<file path="src/rtl/ilm_pkg.sv">
package ilm_pkg;

  localparam int LVL_W = 5;

  localparam logic [LVL_W-1:0] NMI_LEVEL     = 5'd15;
  localparam logic [LVL_W-1:0] STEP_LEVEL    = 5'd4;
  localparam logic [LVL_W-1:0] MASK_RESET    = 5'd15;
  localparam logic [LVL_W-1:0] INHIBIT_LEVEL = 5'd31;

  typedef enum logic [1:0] {
    SRC_MASKABLE = 2'd0,
    SRC_NMI      = 2'd1,
    SRC_STEP     = 2'd2
  } srcKind_e;

  typedef struct packed {
    logic     accept;
    srcKind_e src;
    logic     progWrite;
    logic     bypass;
  } ctrlStrobes_t;

endpackage

</file>
<file path="src/rtl/ilm_control.sv">
module ilm_control
  import ilm_pkg::*;
(
  input  logic         bypassReq,
  input  logic         stepReq,
  input  logic         nmiReq,
  input  logic         maskWrEn,
  input  logic         bestValid,
  input  logic         nmiOk,
  input  logic         stepOk,
  output ctrlStrobes_t ctrl
);

  logic stepTake;
  logic nmiTake;

  assign stepTake = stepReq && stepOk;
  assign nmiTake  = nmiReq && nmiOk;

  always_comb begin
    ctrl = '0;
    ctrl.src = SRC_MASKABLE;
    if (bypassReq) begin
      ctrl.bypass = 1'b1;
    end else if (stepTake) begin
      ctrl.accept = 1'b1;
      ctrl.src    = SRC_STEP;
    end else if (nmiTake) begin
      ctrl.accept = 1'b1;
      ctrl.src    = SRC_NMI;
    end else if (bestValid) begin
      ctrl.accept = 1'b1;
      ctrl.src    = SRC_MASKABLE;
    end else begin
      ctrl.progWrite = maskWrEn;
    end
  end

  always_comb begin
    assert (!(ctrl.bypass && ctrl.accept)) else $error("AST_SINGLE_ACTION");
    assert (!(ctrl.accept && ctrl.progWrite)) else $error("AST_WRITE_YIELDS");
  end

endmodule

</file>
<file path="src/rtl/ilm_datapath.sv">
module ilm_datapath
  import ilm_pkg::*;
#(
  parameter int NUM_REQ = 4,
  parameter int ID_W    = 2
) (
  input  logic                     clk,
  input  logic                     rstN,
  input  logic [NUM_REQ-1:0]       reqValid,
  input  logic [NUM_REQ*LVL_W-1:0] reqLevel,
  input  logic                     intEnable,
  input  logic [LVL_W-1:0]         maskWrData,
  input  ctrlStrobes_t             ctrl,
  output logic                     bestValid,
  output logic                     nmiOk,
  output logic                     stepOk,
  output logic                     ackPulse,
  output logic [LVL_W-1:0]         ackLevel,
  output logic [1:0]               ackKind,
  output logic [ID_W-1:0]          ackId,
  output logic                     bypassAck,
  output logic [LVL_W-1:0]         maskQ
);

  logic [LVL_W-1:0] bestLevel;
  logic [ID_W-1:0]  bestId;
  logic [NUM_REQ-1:0] eligible;
  logic [LVL_W-1:0] takeLevel;
  logic [LVL_W-1:0] writeValue;

  genvar g;
  generate
    for (g = 0; g < NUM_REQ; g++) begin : gElig
      logic [LVL_W-1:0] lvl;
      assign lvl = reqLevel[g*LVL_W +: LVL_W];
      assign eligible[g] = reqValid[g] && intEnable &&
                           (lvl != INHIBIT_LEVEL) && (lvl < maskQ);
    end
  endgenerate

  always_comb begin
    bestValid = 1'b0;
    bestLevel = INHIBIT_LEVEL;
    bestId    = '0;
    for (int i = 0; i < NUM_REQ; i++) begin
      if (eligible[i] && (!bestValid || reqLevel[i*LVL_W +: LVL_W] < bestLevel)) begin
        bestValid = 1'b1;
        bestLevel = reqLevel[i*LVL_W +: LVL_W];
        bestId    = ID_W'(i);
      end
    end
  end

  assign nmiOk  = NMI_LEVEL < maskQ;
  assign stepOk = STEP_LEVEL < maskQ;

  always_comb begin
    case (ctrl.src)
      SRC_STEP: takeLevel = STEP_LEVEL;
      SRC_NMI:  takeLevel = NMI_LEVEL;
      default:  takeLevel = bestLevel;
    endcase
  end

  assign writeValue = maskQ[LVL_W-1] ? {1'b1, maskWrData[LVL_W-2:0]} : maskWrData;

  always_ff @(posedge clk) begin
    if (!rstN) begin
      maskQ     <= MASK_RESET;
      ackPulse  <= 1'b0;
      bypassAck <= 1'b0;
      ackLevel  <= '0;
      ackKind   <= SRC_MASKABLE;
      ackId     <= '0;
    end else begin
      ackPulse  <= 1'b0;
      bypassAck <= 1'b0;
      if (ctrl.bypass) begin
        bypassAck <= 1'b1;
      end else if (ctrl.accept) begin
        ackPulse <= 1'b1;
        ackLevel <= takeLevel;
        ackKind  <= ctrl.src;
        ackId    <= (ctrl.src == SRC_MASKABLE) ? bestId : '0;
        maskQ    <= takeLevel;
      end else if (ctrl.progWrite) begin
        maskQ <= writeValue;
      end
    end
  end

  AST_ACK_BELOW_OLD_MASK: assert property (@(posedge clk) disable iff (!rstN)
    ackPulse |-> ackLevel < $past(maskQ)) else $error("AST_ACK_BELOW_OLD_MASK");
  AST_NO_INHIBITED: assert property (@(posedge clk) disable iff (!rstN)
    ackPulse |-> ackLevel != INHIBIT_LEVEL) else $error("AST_NO_INHIBITED");
  AST_MASK_TRACKS_ACK: assert property (@(posedge clk) disable iff (!rstN)
    ackPulse |-> maskQ == ackLevel) else $error("AST_MASK_TRACKS_ACK");
  AST_UPPER_FLOOR: assert property (@(posedge clk) disable iff (!rstN)
    (!ackPulse && $past(maskQ) >= 5'd16) |-> maskQ >= 5'd16) else $error("AST_UPPER_FLOOR");
  AST_BYPASS_HOLDS_MASK: assert property (@(posedge clk) disable iff (!rstN)
    bypassAck |-> ($stable(maskQ) && !ackPulse)) else $error("AST_BYPASS_HOLDS_MASK");

endmodule

</file>
<file path="src/rtl/ilm_gate.sv">
module ilm_gate
  import ilm_pkg::*;
#(
  parameter int NUM_REQ = 4,
  localparam int ID_W = (NUM_REQ > 1) ? $clog2(NUM_REQ) : 1
) (
  input  logic                   clk,
  input  logic                   rstN,
  input  logic [NUM_REQ-1:0]     reqValid,
  input  logic [NUM_REQ*5-1:0]   reqLevel,
  input  logic                   intEnable,
  input  logic                   nmiReq,
  input  logic                   stepReq,
  input  logic                   bypassReq,
  input  logic                   maskWrEn,
  input  logic [4:0]             maskWrData,
  output logic                   ackPulse,
  output logic [4:0]             ackLevel,
  output logic [1:0]             ackKind,
  output logic [ID_W-1:0]        ackId,
  output logic                   bypassAck,
  output logic [4:0]             maskLevel
);

  ctrlStrobes_t ctrl;
  logic bestValid;
  logic nmiOk;
  logic stepOk;

  ilm_control u_control (
    .bypassReq (bypassReq),
    .stepReq   (stepReq),
    .nmiReq    (nmiReq),
    .maskWrEn  (maskWrEn),
    .bestValid (bestValid),
    .nmiOk     (nmiOk),
    .stepOk    (stepOk),
    .ctrl      (ctrl)
  );

  ilm_datapath #(
    .NUM_REQ (NUM_REQ),
    .ID_W    (ID_W)
  ) u_datapath (
    .clk        (clk),
    .rstN       (rstN),
    .reqValid   (reqValid),
    .reqLevel   (reqLevel),
    .intEnable  (intEnable),
    .maskWrData (maskWrData),
    .ctrl       (ctrl),
    .bestValid  (bestValid),
    .nmiOk      (nmiOk),
    .stepOk     (stepOk),
    .ackPulse   (ackPulse),
    .ackLevel   (ackLevel),
    .ackKind    (ackKind),
    .ackId      (ackId),
    .bypassAck  (bypassAck),
    .maskQ      (maskLevel)
  );

  AST_ONE_STROBE: assert property (@(posedge clk) disable iff (!rstN)
    !(ackPulse && bypassAck)) else $error("AST_ONE_STROBE");

endmodule

</file>
<file path="config.mk">
export PLATFORM = sky130hd
export DESIGN_NAME = ilm_gate
export DESIGN_NICKNAME = d
export VERILOG_FILES = /design/src/rtl/ilm_pkg.sv /design/src/rtl/ilm_control.sv /design/src/rtl/ilm_datapath.sv /design/src/rtl/ilm_gate.sv
export SDC_FILE = /design/constraint.sdc
export NUM_CORES = 1
export LEC_CHECK = 0
export ABC_AREA = 1
export BUFFER_PORTS_ARGS = -buffer_cell sky130_fd_sc_hd__buf_2
export CORE_ASPECT_RATIO = 1.2
export CORE_MARGIN = 4
export CORE_UTILIZATION = 45
export CTS_CLUSTER_SIZE = 8
export DETAILED_ROUTE_END_ITERATION = 10
export GPL_ROUTABILITY_DRIVEN = 1
export PLACE_DENSITY = 0.74
export SKIP_LAST_GASP = 1
export SYNTH_ARGS = -nofsm -noshare
export SYNTH_HDL_FRONTEND = slang
export SYNTH_SLANG_ARGS = --single-unit
</file>
<file path="constraint.sdc">
create_clock -name clk -period 5.2 [get_ports clk]
set_input_delay 1.04 -clock clk [delete_from_list [all_inputs] [get_ports clk]]
set_output_delay 1.04 -clock clk [all_outputs]
set_load 0.005 [all_outputs]
</file>
==> After elaboration in Yosys (flattened, before gate mapping) <==
Cells that the tools add are included.
{ "classes": {"eq_ne": 6, "n_lt_le_gt_ge": 9, "muxes": 26, "reduce_logical": 28, "bitwise": 2} }
{ "op_table": {"columns": ["operator", "n"], "rows": [
  ["less-than comparator 5 bit", 7],
  ["two-way mux 5 bit", 7],
  ["inequality test 5 bit (second input constant)", 4],
  ["logical AND 1 bit", 17],
  ["two-way mux 1 bit", 11],
  ["one-hot mux 5 bit (2 select lines)", 1],
  ["two-way mux 3 bit", 3],
  ["two-way mux 2 bit", 3],
  ["less-than comparator 3 x 5 -> 1 bit (first input constant)", 1],
  ["less-than comparator 4 x 5 -> 1 bit (first input constant)", 1],
  ["two-way mux 4 bit", 1],
  ["AND reduction 2 bit", 2],
  ["zero test 1 bit", 3],
  ["logical OR 1 bit", 3],
  ["equality test 2 x 1 -> 1 bit (second input constant)", 1],
  ["equality test 2 bit (second input constant)", 1],
  ["zero test 2 bit", 1],
  ["NOT 1 bit", 2],
  ["nonzero test 2 bit", 1],
  ["OR reduction 2 bit", 1]
]} }
{ "totals": {"ff_bits": 16, "inputBits": 36, "wordCells": 77} }

==> Logic depth before layout (Yosys ltp) <==
{ "depth": {"depth_word": 23, "depth_mapped": 42, "ltp_nobuf": 41} }

==> Cells and area by module <==
From an unflattened synthesis, not the netlist that was laid out.
{ "unflattened": {"hier_cells": 281, "hier_area_um2": 1830.5} }
{ "modules_own_cells": {"columns": ["mod", "area_each_um2", "cells_each", "instances"], "rows": [
  ["ilm_datapath", 1771.7, 267, 1],
  ["ilm_control", 58.8, 14, 1]
]} }

==> Worst setup path after synthesis <==
OpenSTA, ideal clock, no wires.
{ "synth_timing": {"path_kind": "input to register", "from": "input reqLevel[2]", "to": "register u_datapath.maskQ[2]", "setup_time_ns": 0.127, "slack_ns": -0.091, "arrival_ns": 5.164, "path_stages": 39, "cell_sequence": "ha_1 > nand2_1 > inv_1 > nand2_1 > nand2_1 > nand2_1 > nand2_1 > nor2_1 > ha_1 > a21oi_1 > nor2_1 > a211oi_1 > nand2_1 > nand2_2 > nand2_4 > a21oi_1 > inv_1 > ha_1 > (+3 left out) > nand2_1 > nand2_2 > nand2_2 > buf_2 > nand2_1 > o21a_1 > inv_1 > ha_1 > a21oi_1 > nor2_1 > a211oi_1 > nand2_2 > nand2_4 > nand2_4 > nand2_1 > nand3_1 > nand2_1 > nand4_1"} }
{ "synth_between": {"elab_chain_cells": 22, "word_cells_on_any_way": 35, "cone_classes": "order compare: 4; eq/ne: 1; mux: 17; reduce/logical: 13"} }
{ "synth_lines": {"columns": ["item", "line", "source"], "rows": [
  ["start, declared", "ilm_gate.sv:10", "input logic [NUM_REQ*5-1:0] reqLevel,"],
  ["parallel branches: the longest is 22 deep, another holds less-than comparator 5 bit", null, null],
  ["end signal, assigned", "ilm_datapath.sv:85", "maskQ <= takeLevel;"],
  ["end signal, assigned", "ilm_datapath.sv:87", "maskQ <= writeValue;"],
  ["end, declared", "ilm_datapath.sv:22", "output logic [LVL_W-1:0] maskQ"]
]} }
Several ways; the timed one is not identified.
A chain may end at the register's enable or synchronous reset.

==> Worst setup path in the final report <==
{ "layout_timing": {"from": "input reqLevel[3]", "to": "register u_datapath.maskQ[3]"} }
Same word-level chain as after synthesis.

==> qor.yml <==
logic_synthesis:
  synth_top_area_share: 0.218
  synth_cells: 260
  synth_largest_area_cell: "ha_1"
  ys_seq_area_frac: 0.186
  synth.avg_cell_area_um2: 6.62
  syn_area_um2: 1720
  syn_nets: 326
  yosys_warnings: 0
  ys_ff_latch: 16
  synth.distinct_cells: 31
  synthTopCellsByArea: "ha_1 (22%), dfxtp_1 (19%), nand2_1 (15%)"
die:
  die_h_um: 75.7
  io_pins: 52
  fp.coreArea_um2: 3660
  num_rows: 24
  fp.dieW_um: 64.4
  initial_core_util: 0.470
  die_area_um2: 4880
clocking:
  cts_tree: "done"
  cts_buffers: 3
  clockBufferDepth: 2
  cts-root-buf: "clkbuf_8"
  worst_skew_pair.late_latency_ns: 0.26
  clkTransAtPathRegs_ns: 0.06
  cts.sinks: 16
  cts-htree-levels: 1
sta:
  finalHoldViolCount: 0
  fin_ws_ns: -0.0531
  clock_skew_ns: 0.000836
  whs_ns: 0.462
  slew_headroom: 0.465
  rsz0062_at_grt: "yes"
  fmax_mhz: 190
  min_period_ns: 5.25
  setup_tns_ns: -0.136
  drv_slew: 0
  worst_pin_slew_ns: 0.797
  setup_viol: 6
  min_period_over_period: 1.01
power_and_ir_drop:
  clockPowerShare: 0.214
  ir_drop_v: 0.000276
  power.density_nw_per_um2: 193
  power_frac_seq: 0.271
  p_comb_frac: 0.515
  power_switching_mw: 0.205
  power_mw: 0.529
  power.internal_mw: 0.324
  netSwitchingFraction: 0.388
  leakagePower_nw: 1.40
route:
  viasPerCell: 5.38
  wirelength_mm: 5.94
  first_pass_iters: 4
  post_drt_wl_per_cell_um: 14.9
  drt_iter0_markers: 82
  ant_nets: 0
  dr_total_vias: 2148
  drc: 0
run_status:
  violations: "negative setup slack"
  status: "finished, violations left"
setup_path:
  cpMaxStageDelayCell: "ha_1"
  worst_ep_arrival_time_ns: 5.44
  cp-end-kind: "register"
  crit_required_ns: 5.39
  cp_common_cell: "nand2_2"
  r2r_cells: 41
  cp_slowest_stage_delay_ns: 0.28
  crit_fanout: 8
  start_kind: "input port"
  worstSetupPathType: "in2reg"
  rrSetupSlack_ns: 0.22
finish:
  drive_gt1_frac: 0.484
  layout_common_cells: "nand2_1 (56), buf_2 (48), buf_4 (34)"
  final_common_cell: "nand2_1"
  fill_cells: 290
  fin_nets: 414
  diodes: 0
  final_util: 0.748
  syn2layout_area_growth_pct: 59.3
place:
  dpl.hpwl_mm: 4.08
  port_buffers: 51
  place_congestion: 0.881
global_routing:
  grt_pass1_wl_mm: 8.93
  grt_max_degree: 16
  antenna_found_initial: 0
  grt_usage: 0.233
  grt_pass1_vias: 2058
  overflow: 0
min_path:
  whs_path_depth: 2
  hold_path.class: "reg2reg"
run:
  maxCapViolations: 0
## flip-flops by register name, indices dropped and copies added, names as in the netlist
name                  cells
u_datapath.ackId          2
u_datapath.ackKind        2
u_datapath.ackLevel       5
u_datapath.ackPulse       1
u_datapath.bypassAck      1
u_datapath.maskQ          5
## per-layer routing
| metal | GRT usage | vias to the layer above | wire length [um] |
|---|---|---|---|
| met5 | 0 | - | 0 |
| met4 | 0.0939 | 0 | 115 |
| met3 | 0.0324 | 14 | 308 |
| met2 | 0.456 | 89 | 3130 |
| met1 | 0.254 | 992 | 2390 |
| li1 | - | 1053 | - |
## area by class of cell
cell class | count | area, um^2 | area share
sequential | 16 | 320 | 0.117
timing repair buffer | 86 | 544 | 0.199
inverter | 30 | 113 | 0.0411
tap | 52 | 65.1 | 0.0237
multi-input combinational | 211 | 1640 | 0.600
clock buffer | 4 | 55.1 | 0.0201
## repair_timing
| item | in CTS | in global routing |
|---|---|---|
| buffers inserted | 5 | 3 |
| cloned | 1 | 0 |
| hold buffers | 0 | 0 |
| endpoints found under the setup margin | 12 | 12 |
| hold endpoints to repair | 0 | 0 |
| gates resized for setup | 53 | 28 |
| pin swaps | 31 | 36 |
## cell families after synthesis
family | after synthesis | synth area share
buffers and inverters | 34 | 0.0778
AO/OA/AOI/OAI | 42 | 0.150
AND/OR/NAND/NOR | 138 | 0.368
adder cells (fa/ha/maj) | 30 | 0.218
flip-flops | 16 | 0.186
## Yosys cell counts, drive strengths merged
master  count
nand2      80
ha         30
inv        30
nand3      27
nor2       23
a21oi      16
dfxtp      16
o21ai      11
o21a        4
a211oi      3
buf         3
nand4       3
nor3        2
o211ai      2
o221ai      2
a21boi      1
a221oi      1
a311oi      1
and3        1
clkbuf      1
nand3b      1
nor4        1
o31ai       1
## power by group through the flow
stage | Sequential [mW] | Combinational (mW) | Clock, mW
5_1_grt | 0.145 | 0.300 | 0.115
3_5_place_dp | 0.146 | 0.208 | 0
3_3_place_gp | 0.146 | 0.203 | 0
4_1_cts | 0.143 | 0.245 | 0.111
6_report | 0.143 | 0.273 | 0.113
2_1_floorplan | 0.146 | 0.126 | 0
## through the flow
stage	setup slack, ns	cell area [um^2]	cells
6_report	-0.0531	2740	399
5_1_grt	-0.318	2740	399
4_1_cts	-0.0407	2600	397
3_5_place_dp	-0.556	2240	387
3_3_place_gp	-0.444	2240	387
2_1_floorplan	0.00552	1730	260
## worst max-delay path, delay by kind of cell
kind | cells | cell delay, ns
AND/OR/NAND/NOR | 23 | 2.01
adder cells (fa/ha/maj) | 4 | 0.94
buffers and inverters | 6 | 0.66
AO/OA/AOI/OAI | 6 | 0.77
## final timing paths
path | start | to
min | u_datapath.ackId[1] | u_datapath.ackId[1]
max reg2reg | u_datapath.maskQ[2] | u_datapath.maskQ[3]
min reg2reg | u_datapath.ackId[1] | u_datapath.ackId[1]
max | reqLevel[3] | u_datapath.maskQ[3]
(Power assumes the default switching activity.)
